<file path="config.mk">
export PLATFORM = sky130hd
export DESIGN_NAME = rst_cause_ctrl
export DESIGN_NICKNAME = d
export VERILOG_FILES = /design/src/rtl/rcc_pkg.sv /design/src/rtl/rcc_sync.sv /design/src/rtl/rcc_clk_watch.sv /design/src/rtl/rcc_seq.sv /design/src/rtl/rst_cause_ctrl.sv
export SDC_FILE = /design/constraint.sdc
export NUM_CORES = 1
export LEC_CHECK = 0
export CORE_MARGIN = 3
export CORE_UTILIZATION = 56
export DETAILED_ROUTE_END_ITERATION = 16
export GPL_ROUTABILITY_DRIVEN = 0
export PLACE_DENSITY_LB_ADDON = 0.2
export SLEW_MARGIN = 20
export SYNTH_ARGS = -nofsm -noshare
export SYNTH_HDL_FRONTEND = slang
export SYNTH_SLANG_ARGS = --single-unit
</file>
<file path="constraint.sdc">
create_clock -name clk_i -period 4.2 [get_ports clk_i]
set_input_delay 0.42 -clock clk_i [delete_from_list [all_inputs] [get_ports clk_i]]
set_output_delay 0.42 -clock clk_i [all_outputs]
set_load 0.03 [all_outputs]
</file>
<file path="src/rtl/rcc_pkg.sv">
package rcc_pkg;

   localparam int NUM_SRC = 5;
   localparam int CSR_W   = 8;

   localparam int BIT_PIN    = 0;
   localparam int BIT_SUPPLY = 1;
   localparam int BIT_MCD    = 2;
   localparam int BIT_WDT    = 3;
   localparam int BIT_CMP    = 5;

   // lower code means higher priority
   typedef enum logic [2:0] {
      SRC_SUPPLY = 3'd0,
      SRC_PIN    = 3'd1,
      SRC_MCD    = 3'd2,
      SRC_CMP    = 3'd3,
      SRC_WDT    = 3'd4
   } src_e;

   typedef enum logic [1:0] {
      ST_RUN   = 2'd0,
      ST_HOLD  = 2'd1,
      ST_DELAY = 2'd2
   } seq_st_e;

   function automatic logic [CSR_W-1:0] flag_of(src_e s);
      logic [CSR_W-1:0] f;
      f = '0;
      case (s)
         SRC_SUPPLY: f[BIT_SUPPLY] = 1'b1;
         SRC_PIN:    f[BIT_PIN]    = 1'b1;
         SRC_MCD:    f[BIT_MCD]    = 1'b1;
         SRC_CMP:    f[BIT_CMP]    = 1'b1;
         SRC_WDT:    f[BIT_WDT]    = 1'b1;
         default:    f = '0;
      endcase
      return f;
   endfunction

endpackage

</file>
<file path="src/rtl/rcc_sync.sv">
module rcc_sync #(
   parameter int               WIDTH   = 1,
   parameter int               STAGES  = 2,
   parameter logic [WIDTH-1:0] RST_VAL = '0
) (
   input  logic             clk_i,
   input  logic             por_n_i,
   input  logic [WIDTH-1:0] d_i,
   output logic [WIDTH-1:0] q_o
);

   generate
      if (STAGES < 2) begin : g_bad_stages
         $error("rcc_sync: STAGES must be at least 2");
      end
      if (WIDTH < 1) begin : g_bad_width
         $error("rcc_sync: WIDTH must be at least 1");
      end
   endgenerate

   logic [STAGES-1:0][WIDTH-1:0] stg_q;

   always_ff @(posedge clk_i or negedge por_n_i) begin
      if (!por_n_i) begin
         stg_q <= {STAGES{RST_VAL}};
      end else begin
         stg_q <= {stg_q[STAGES-2:0], d_i};
      end
   end

   assign q_o = stg_q[STAGES-1];

endmodule

</file>
<file path="src/rtl/rcc_clk_watch.sv">
module rcc_clk_watch #(
   parameter int LIMIT = 8
) (
   input  logic clk_i,
   input  logic por_n_i,
   input  logic tick_i,
   input  logic en_i,
   input  logic lvl_i,
   output logic timeout_o
);

   localparam int             CW    = $clog2(LIMIT + 1);
   localparam logic [CW-1:0]  LIM_V = CW'(LIMIT);

   generate
      if (LIMIT < 2) begin : g_bad_limit
         $error("rcc_clk_watch: LIMIT must be at least 2");
      end
   endgenerate

   logic          lvl_q;
   logic          edge_seen;
   logic [CW-1:0] cnt_q;

   assign edge_seen = lvl_i ^ lvl_q;

   always_ff @(posedge clk_i or negedge por_n_i) begin
      if (!por_n_i) begin
         lvl_q <= 1'b0;
         cnt_q <= '0;
      end else begin
         lvl_q <= lvl_i;
         if (!en_i || edge_seen) begin
            cnt_q <= '0;
         end else if (tick_i && (cnt_q != LIM_V)) begin
            cnt_q <= cnt_q + 1'b1;
         end
      end
   end

   assign timeout_o = (cnt_q == LIM_V);

   AST_WATCH_BOUND: assert property (@(posedge clk_i) disable iff (!por_n_i)
      cnt_q <= LIM_V);
   AST_WATCH_OFF: assert property (@(posedge clk_i) disable iff (!por_n_i)
      !en_i |=> !timeout_o);

endmodule

</file>
<file path="src/rtl/rcc_seq.sv">
module rcc_seq
   import rcc_pkg::*;
#(
   parameter int NSRC        = NUM_SRC,
   parameter int DELAY_TICKS = 16
) (
   input  logic            clk_i,
   input  logic            por_n_i,
   input  logic            tick_i,
   input  logic [NSRC-1:0] req_i,
   output logic            rst_o,
   output logic            release_o,
   output src_e            cause_o
);

   localparam int            DW   = $clog2(DELAY_TICKS + 1);
   localparam logic [DW-1:0] LAST = DW'(DELAY_TICKS - 1);

   generate
      if (DELAY_TICKS < 1) begin : g_bad_delay
         $error("rcc_seq: DELAY_TICKS must be at least 1");
      end
      if (NSRC != NUM_SRC) begin : g_bad_nsrc
         $error("rcc_seq: NSRC must match the source list");
      end
   endgenerate

   seq_st_e       st_q, st_n;
   src_e          cause_q, cause_n;
   logic [DW-1:0] dcnt_q, dcnt_n;
   logic          any_req;
   src_e          top_src;

   assign any_req = |req_i;

   // lowest set index wins
   always_comb begin
      top_src = SRC_WDT;
      for (int i = NSRC - 1; i >= 0; i--) begin
         if (req_i[i]) top_src = src_e'(3'(i));
      end
   end

   always_comb begin
      st_n    = st_q;
      cause_n = cause_q;
      dcnt_n  = dcnt_q;
      case (st_q)
         ST_RUN: begin
            if (any_req) begin
               st_n    = ST_HOLD;
               cause_n = top_src;
               dcnt_n  = '0;
            end
         end
         default: begin
            if (any_req) begin
               st_n   = ST_HOLD;
               dcnt_n = '0;
               if (top_src < cause_q) cause_n = top_src;
            end else if (st_q == ST_HOLD) begin
               dcnt_n = '0;
               st_n   = (cause_q == SRC_SUPPLY) ? ST_RUN : ST_DELAY;
            end else if (tick_i) begin
               if (dcnt_q == LAST) st_n = ST_RUN;
               else                dcnt_n = dcnt_q + 1'b1;
            end
         end
      endcase
   end

   always_ff @(posedge clk_i or negedge por_n_i) begin
      if (!por_n_i) begin
         st_q    <= ST_HOLD;
         cause_q <= SRC_SUPPLY;
         dcnt_q  <= '0;
      end else begin
         st_q    <= st_n;
         cause_q <= cause_n;
         dcnt_q  <= dcnt_n;
      end
   end

   assign rst_o     = (st_q != ST_RUN);
   assign release_o = (st_q != ST_RUN) && (st_n == ST_RUN);
   assign cause_o   = cause_q;

   AST_REQ_HOLDS_RST: assert property (@(posedge clk_i) disable iff (!por_n_i)
      any_req |=> rst_o);
   AST_SUPPLY_NO_WAIT: assert property (@(posedge clk_i) disable iff (!por_n_i)
      (st_q == ST_HOLD && !any_req && cause_q == SRC_SUPPLY) |=> (st_q == ST_RUN));
   AST_DELAY_NEEDS_TICK: assert property (@(posedge clk_i) disable iff (!por_n_i)
      (st_q == ST_DELAY && !any_req && !tick_i) |=> (st_q == ST_DELAY));
   AST_CAUSE_NO_DEMOTE: assert property (@(posedge clk_i) disable iff (!por_n_i)
      (st_q != ST_RUN && $past(st_q) != ST_RUN) |-> (cause_q <= $past(cause_q)));

endmodule

</file>
<file path="src/rtl/rst_cause_ctrl.sv">
module rst_cause_ctrl
   import rcc_pkg::*;
#(
   parameter int SYNC_STAGES = 2,
   parameter int DELAY_TICKS = 16,
   parameter int MCD_TICKS   = 8
) (
   input  logic             clk_i,
   input  logic             por_n_i,
   input  logic             ref_tick_i,
   input  logic             ext_rst_n_i,
   input  logic             vmon_trip_i,
   input  logic             mon_clk_i,
   input  logic             cmp_out_i,
   input  logic             wdt_expire_i,
   input  logic             wr_en_i,
   input  logic [CSR_W-1:0] wr_data_i,
   output logic [CSR_W-1:0] rd_data_o,
   output logic             sys_rst_o
);

   localparam int           NA       = 4;
   localparam logic [NA-1:0] SYNC_RST = 4'b0101; // clk=0, cmp=1, vmon=0, pin=1

   generate
      if (SYNC_STAGES < 2) begin : g_bad_sync
         $error("rst_cause_ctrl: SYNC_STAGES must be at least 2");
      end
      if (CSR_W <= BIT_CMP) begin : g_bad_csr
         $error("rst_cause_ctrl: register too narrow for the flag layout");
      end
   endgenerate

   logic [NA-1:0]      async_s;
   logic               ext_n_s, vmon_s, cmp_s, mclk_s;
   logic               mon_en_q, mcd_en_q, cmp_en_q, sw_pwr_req_q;
   logic [CSR_W-1:0]   flags_q;
   logic               mcd_timeout;
   logic [NUM_SRC-1:0] req;
   logic               seq_rst, seq_rel;
   src_e               seq_cause;
   logic               unused_wr;

   rcc_sync #(
      .WIDTH  (NA),
      .STAGES (SYNC_STAGES),
      .RST_VAL(SYNC_RST)
   ) i_sync (
      .clk_i  (clk_i),
      .por_n_i(por_n_i),
      .d_i    ({mon_clk_i, cmp_out_i, vmon_trip_i, ext_rst_n_i}),
      .q_o    (async_s)
   );

   assign ext_n_s = async_s[0];
   assign vmon_s  = async_s[1];
   assign cmp_s   = async_s[2];
   assign mclk_s  = async_s[3];

   rcc_clk_watch #(
      .LIMIT(MCD_TICKS)
   ) i_watch (
      .clk_i    (clk_i),
      .por_n_i  (por_n_i),
      .tick_i   (ref_tick_i),
      .en_i     (mcd_en_q),
      .lvl_i    (mclk_s),
      .timeout_o(mcd_timeout)
   );

   always_comb begin
      req                = '0;
      req[int'(SRC_SUPPLY)] = (mon_en_q & vmon_s) | sw_pwr_req_q;
      req[int'(SRC_PIN)]    = ~ext_n_s;
      req[int'(SRC_MCD)]    = mcd_en_q & mcd_timeout;
      req[int'(SRC_CMP)]    = cmp_en_q & ~cmp_s;
      req[int'(SRC_WDT)]    = wdt_expire_i;
   end

   rcc_seq #(
      .NSRC       (NUM_SRC),
      .DELAY_TICKS(DELAY_TICKS)
   ) i_seq (
      .clk_i    (clk_i),
      .por_n_i  (por_n_i),
      .tick_i   (ref_tick_i),
      .req_i    (req),
      .rst_o    (seq_rst),
      .release_o(seq_rel),
      .cause_o  (seq_cause)
   );

   always_ff @(posedge clk_i or negedge por_n_i) begin
      if (!por_n_i) begin
         mon_en_q     <= 1'b1;
         mcd_en_q     <= 1'b0;
         cmp_en_q     <= 1'b0;
         sw_pwr_req_q <= 1'b0;
         flags_q      <= '0;
      end else if (seq_rel) begin
         flags_q      <= flag_of(seq_cause);
         mcd_en_q     <= 1'b0;
         cmp_en_q     <= 1'b0;
         sw_pwr_req_q <= 1'b0;
      end else if (wr_en_i && !seq_rst) begin
         mon_en_q     <= wr_data_i[BIT_SUPPLY];
         mcd_en_q     <= wr_data_i[BIT_MCD];
         cmp_en_q     <= wr_data_i[BIT_CMP];
         sw_pwr_req_q <= wr_data_i[BIT_SUPPLY] & ~mon_en_q;
      end else begin
         sw_pwr_req_q <= 1'b0;
      end
   end

   assign unused_wr = ^{wr_data_i[CSR_W-1:BIT_CMP+1], wr_data_i[BIT_CMP-1:BIT_WDT],
                        wr_data_i[BIT_PIN]};

   assign rd_data_o = flags_q;
   assign sys_rst_o = seq_rst;

   AST_FLAGS_ONEHOT: assert property (@(posedge clk_i) disable iff (!por_n_i)
      $onehot0(flags_q));
   AST_FLAGS_HELD_RUN: assert property (@(posedge clk_i) disable iff (!por_n_i)
      (!sys_rst_o && $past(!sys_rst_o)) |-> $stable(flags_q));
   AST_NO_SELF_RST_WHEN_ON: assert property (@(posedge clk_i) disable iff (!por_n_i)
      (wr_en_i && !sys_rst_o && wr_data_i[BIT_SUPPLY] && mon_en_q) |=> !sw_pwr_req_q);
   AST_SWREQ_FORCES: assert property (@(posedge clk_i) disable iff (!por_n_i)
      sw_pwr_req_q |=> sys_rst_o);

endmodule

</file>
==> results.md <==
- DIE HEIGHT: 58.4 um
- RSZ-0062 raised after global routing: false
- Unique masters post-synth: 40
- P&R area growth vs syn: 15.7%
- Clock buffer depth: 2
- Wirelength per Cell: 13.7 um
- Global route total overflow: 0
- Seq cells post-synth: 32
- CP required: roughly 4.4 ns
- Cts hold-fix bufs: 0
- YS warnings: 0
- Initial antenna violation count: 0
- Hpwl dp: 2.05 mm
- Drt drc: 0
- Post-synth top area share: about 42%
- Leakage power: 0.790 nW
- Routed vias/inst: between 5 and 6
- Largest net degree at the start of global routing: 33
- Drt first pass iters: 4
- Drt first-iter violations: 31
- Row cnt: 18
- Yosys top cell by area: dfrtp_1
- Largest cells by area after synthesis: dfrtp_1 (42%), dfstp_2 (10%), ha_1 (4.9%), mux2_4 (4.9%), nor2_1 (3.4%)
- Outcome: complete, no violations
- CP arrival: 2.61 ns
- Crit. End Element: flop
- Worst min-delay path class: flop to flop
- CTS tree: built
- CTS buffer count: 5
- Worst hold margin: 0.361 ns
- Post-Synthesis Cells: 143
- Final hold viol count: 0
- Final Max Tran Viols: 0
- Clock Pin Slew Worst Setup and Hold Paths: 0.10 ns
- Vias in the first global route: 1092
- Core area: 2540 um^2
- Antenna fix cells: 0
- Initial Utilization: 60.4%
- Setup Crit Path Kind: flop to flop
- H-Tree Depth: 2
- Final net count: 187
- # Post-CTS Setup Buffers: 0
- Clock Latency Late Sink: 0.32 ns
- FMAX: 0.416 GHz
- Fin Clk Skew: 0.00701 ns
- First-pass GRT wire length: ~4.7 mm
- CTS Root Cell: clkbuf_4
- # Max-Cap Violations: 0
- # resized after CTS: 0
- Final instance area: 1780 um^2
- Worst-path fanout max: 4
- Cell Area, Synth: between 1500 and 2000 um^2
- Post-synth EDFFs: 0
- Seq/Total Area, Yosys: around 53%
- CTS sink count: 32
- Syn Area/Cell: 10.7 um^2
- Startpoint Class: flop
- Power per cell area: 500 nW/um^2
- Via count: around 1100
- Core Util, Final: a little over two thirds
- Placed cell area: approximately 1700 um^2
- Layout cell share with drive strength beyond 1: between 10% and 20%
- Routed WL: ~2.7 mm
- Setup TNS: 0 ns
- Fin crit period: 2.40 ns
- Buffers on Ports: 17
- Final setup fails: 0
- Antenna-violating nets left: 0
- Die width: 58.4 um
- Post-synthesis async set-or-reset flop share: 100%
- Most used DFF post-synth: dfrtp_1
- Total Routing Usage GR: 18.5%
- Max rail drop VDD: 0.483 mV
- Ports: 26
- Final period util: a little under three fifths
- Die Area: 3410 um^2
==> area by class of cell <==
cell class / instances / area (um^2)
well taps: 30 / 37.5
multi-input cells: 98 / 658
inverters: 9 / 33.8
flip-flops and latches: 32 / 808
fillers: 188 / 767
clock inverters: 1 / 7.51
clock buffers: 7 / 55.1
repair buffers: 18 / 178
==> where the power goes <==
group / switching [mW] / total (mW) / internal, mW / leakage [nW]
clock: 0.0974 / 0.179 / 0.0819 / 0.0315
sequential: 0.0494 / 0.413 / 0.363 / 0.406
combinational: 0.161 / 0.297 / 0.136 / 0.352
==> cell usage in the layout, fill, tap and decap left out, drive strengths merged, types with 2 or more instances in the layout <==
cell | synthesis | layout
o21a | 2 | 2
xor2 | 2 | 2
conb | 1 | 3
nor3 | 3 | 3
dfrtp | 26 | 26
a21oi | 7 | 7
nand3b | 2 | 2
nor2 | 15 | 15
clkbuf | 0 | 7
inv | 9 | 9
nand2b | 3 | 3
and3 | 4 | 4
nand2 | 13 | 13
ha | 6 | 6
o21ai | 6 | 6
dfstp | 6 | 6
nand3 | 8 | 8
xnor2 | 2 | 2
mux2 | 6 | 6
clkdlybuf4s50 | 0 | 17
nand4 | 4 | 4
a31oi | 2 | 2
==> per-stage QoR <==
| step | std cells | power (mW) | worst slack (ns) |
|---|---|---|---|
| finish | 195 | 0.889 | 1.80 |
| global placement | 187 | 0.702 | 1.94 |
| detailed placement | 187 | 0.719 | 1.83 |
| CTS | 195 | 0.900 | 1.81 |
| global route | 195 | 0.951 | 1.54 |
| floorplan | 145 | 0.628 | 2.11 |
==> final timing paths <==
check,startpoint,to,slack (ns),cells after the start
worst max-delay path,i_watch.cnt_q[0],i_seq.cause_o[1],1.80,11
worst min-delay path,i_sync.stg_q[2],i_sync.q_o[2],0.36,0
worst max register to register,i_watch.cnt_q[0],i_seq.cause_o[1],1.80,11
worst min register to register,i_sync.stg_q[2],i_sync.q_o[2],0.36,0
max in group asynchronous,por_n_i,mon_en_q,3.39,2
min in group asynchronous,por_n_i,i_watch.cnt_q[0],0.48,2
==> cells in the mapped netlist (2+ instances only) <==
cell type and instances:
and3_1 4, buf_2 2, dfrtp_1 26, mux2_4 5
nand3b_1 2, dfstp_2 6, nand4_1 3, a21oi_1 5
buf_4 3, o21ai_0 5, a31oi_1 2, nand2b_1 3
xor2_1 2, a21oi_2 2, nand2_1 13, inv_1 8
xnor2_1 2, o21a_1 2, nor2_1 14, nor3_1 2
ha_1 6, nand3_1 8
==> worst max-delay path, stage by stage (launching register included) <==
cell and delay, ns:
dfrtp_1 0.41, inv_1 0.10, ha_1 0.24, nand4b_4 0.12, nand4_2 0.15, inv_1 0.06, ha_1 0.30, a21oi_1 0.30
a21o_1 0.21, a31oi_1 0.08, o21ai_0 0.19, o21ai_0 0.11
==> routing by layer <==
metal	track usage, %	share of wire, %	up-vias
met2	30.1	51	32
met1	21.2	41	522
met3	6.14	6.0	7
met5	0	0	-
met4	10.3	2.2	0
li1	-	-	525
==> flip-flops by register name, indices dropped and copies added (netlist names) <==
name / count
i_sync.stg_q: 4
i_watch.cnt_q: 4
cmp_en_q: 1
i_seq.dcnt_q: 5
sw_pwr_req_q: 1
i_sync.q_o: 4
i_seq.cause_o: 3
mon_en_q: 1
i_seq.st_q: 2
rd_data_o: 5
mcd_en_q: 1
i_watch.lvl_q: 1
==> cell families after synthesis <==
kind of cell / share of synthesized area (%)
other: 0.244
xor gates and xnor gates: 2.28
adders and majority gates: 4.89
AOI/OAI and AO/OA: 9.12
and+or+nand+nor: 20.2
muxes: 5.62
DFF: 52.6
buffers and inverters: 5.05
Power figures use the tool's default switching activity.
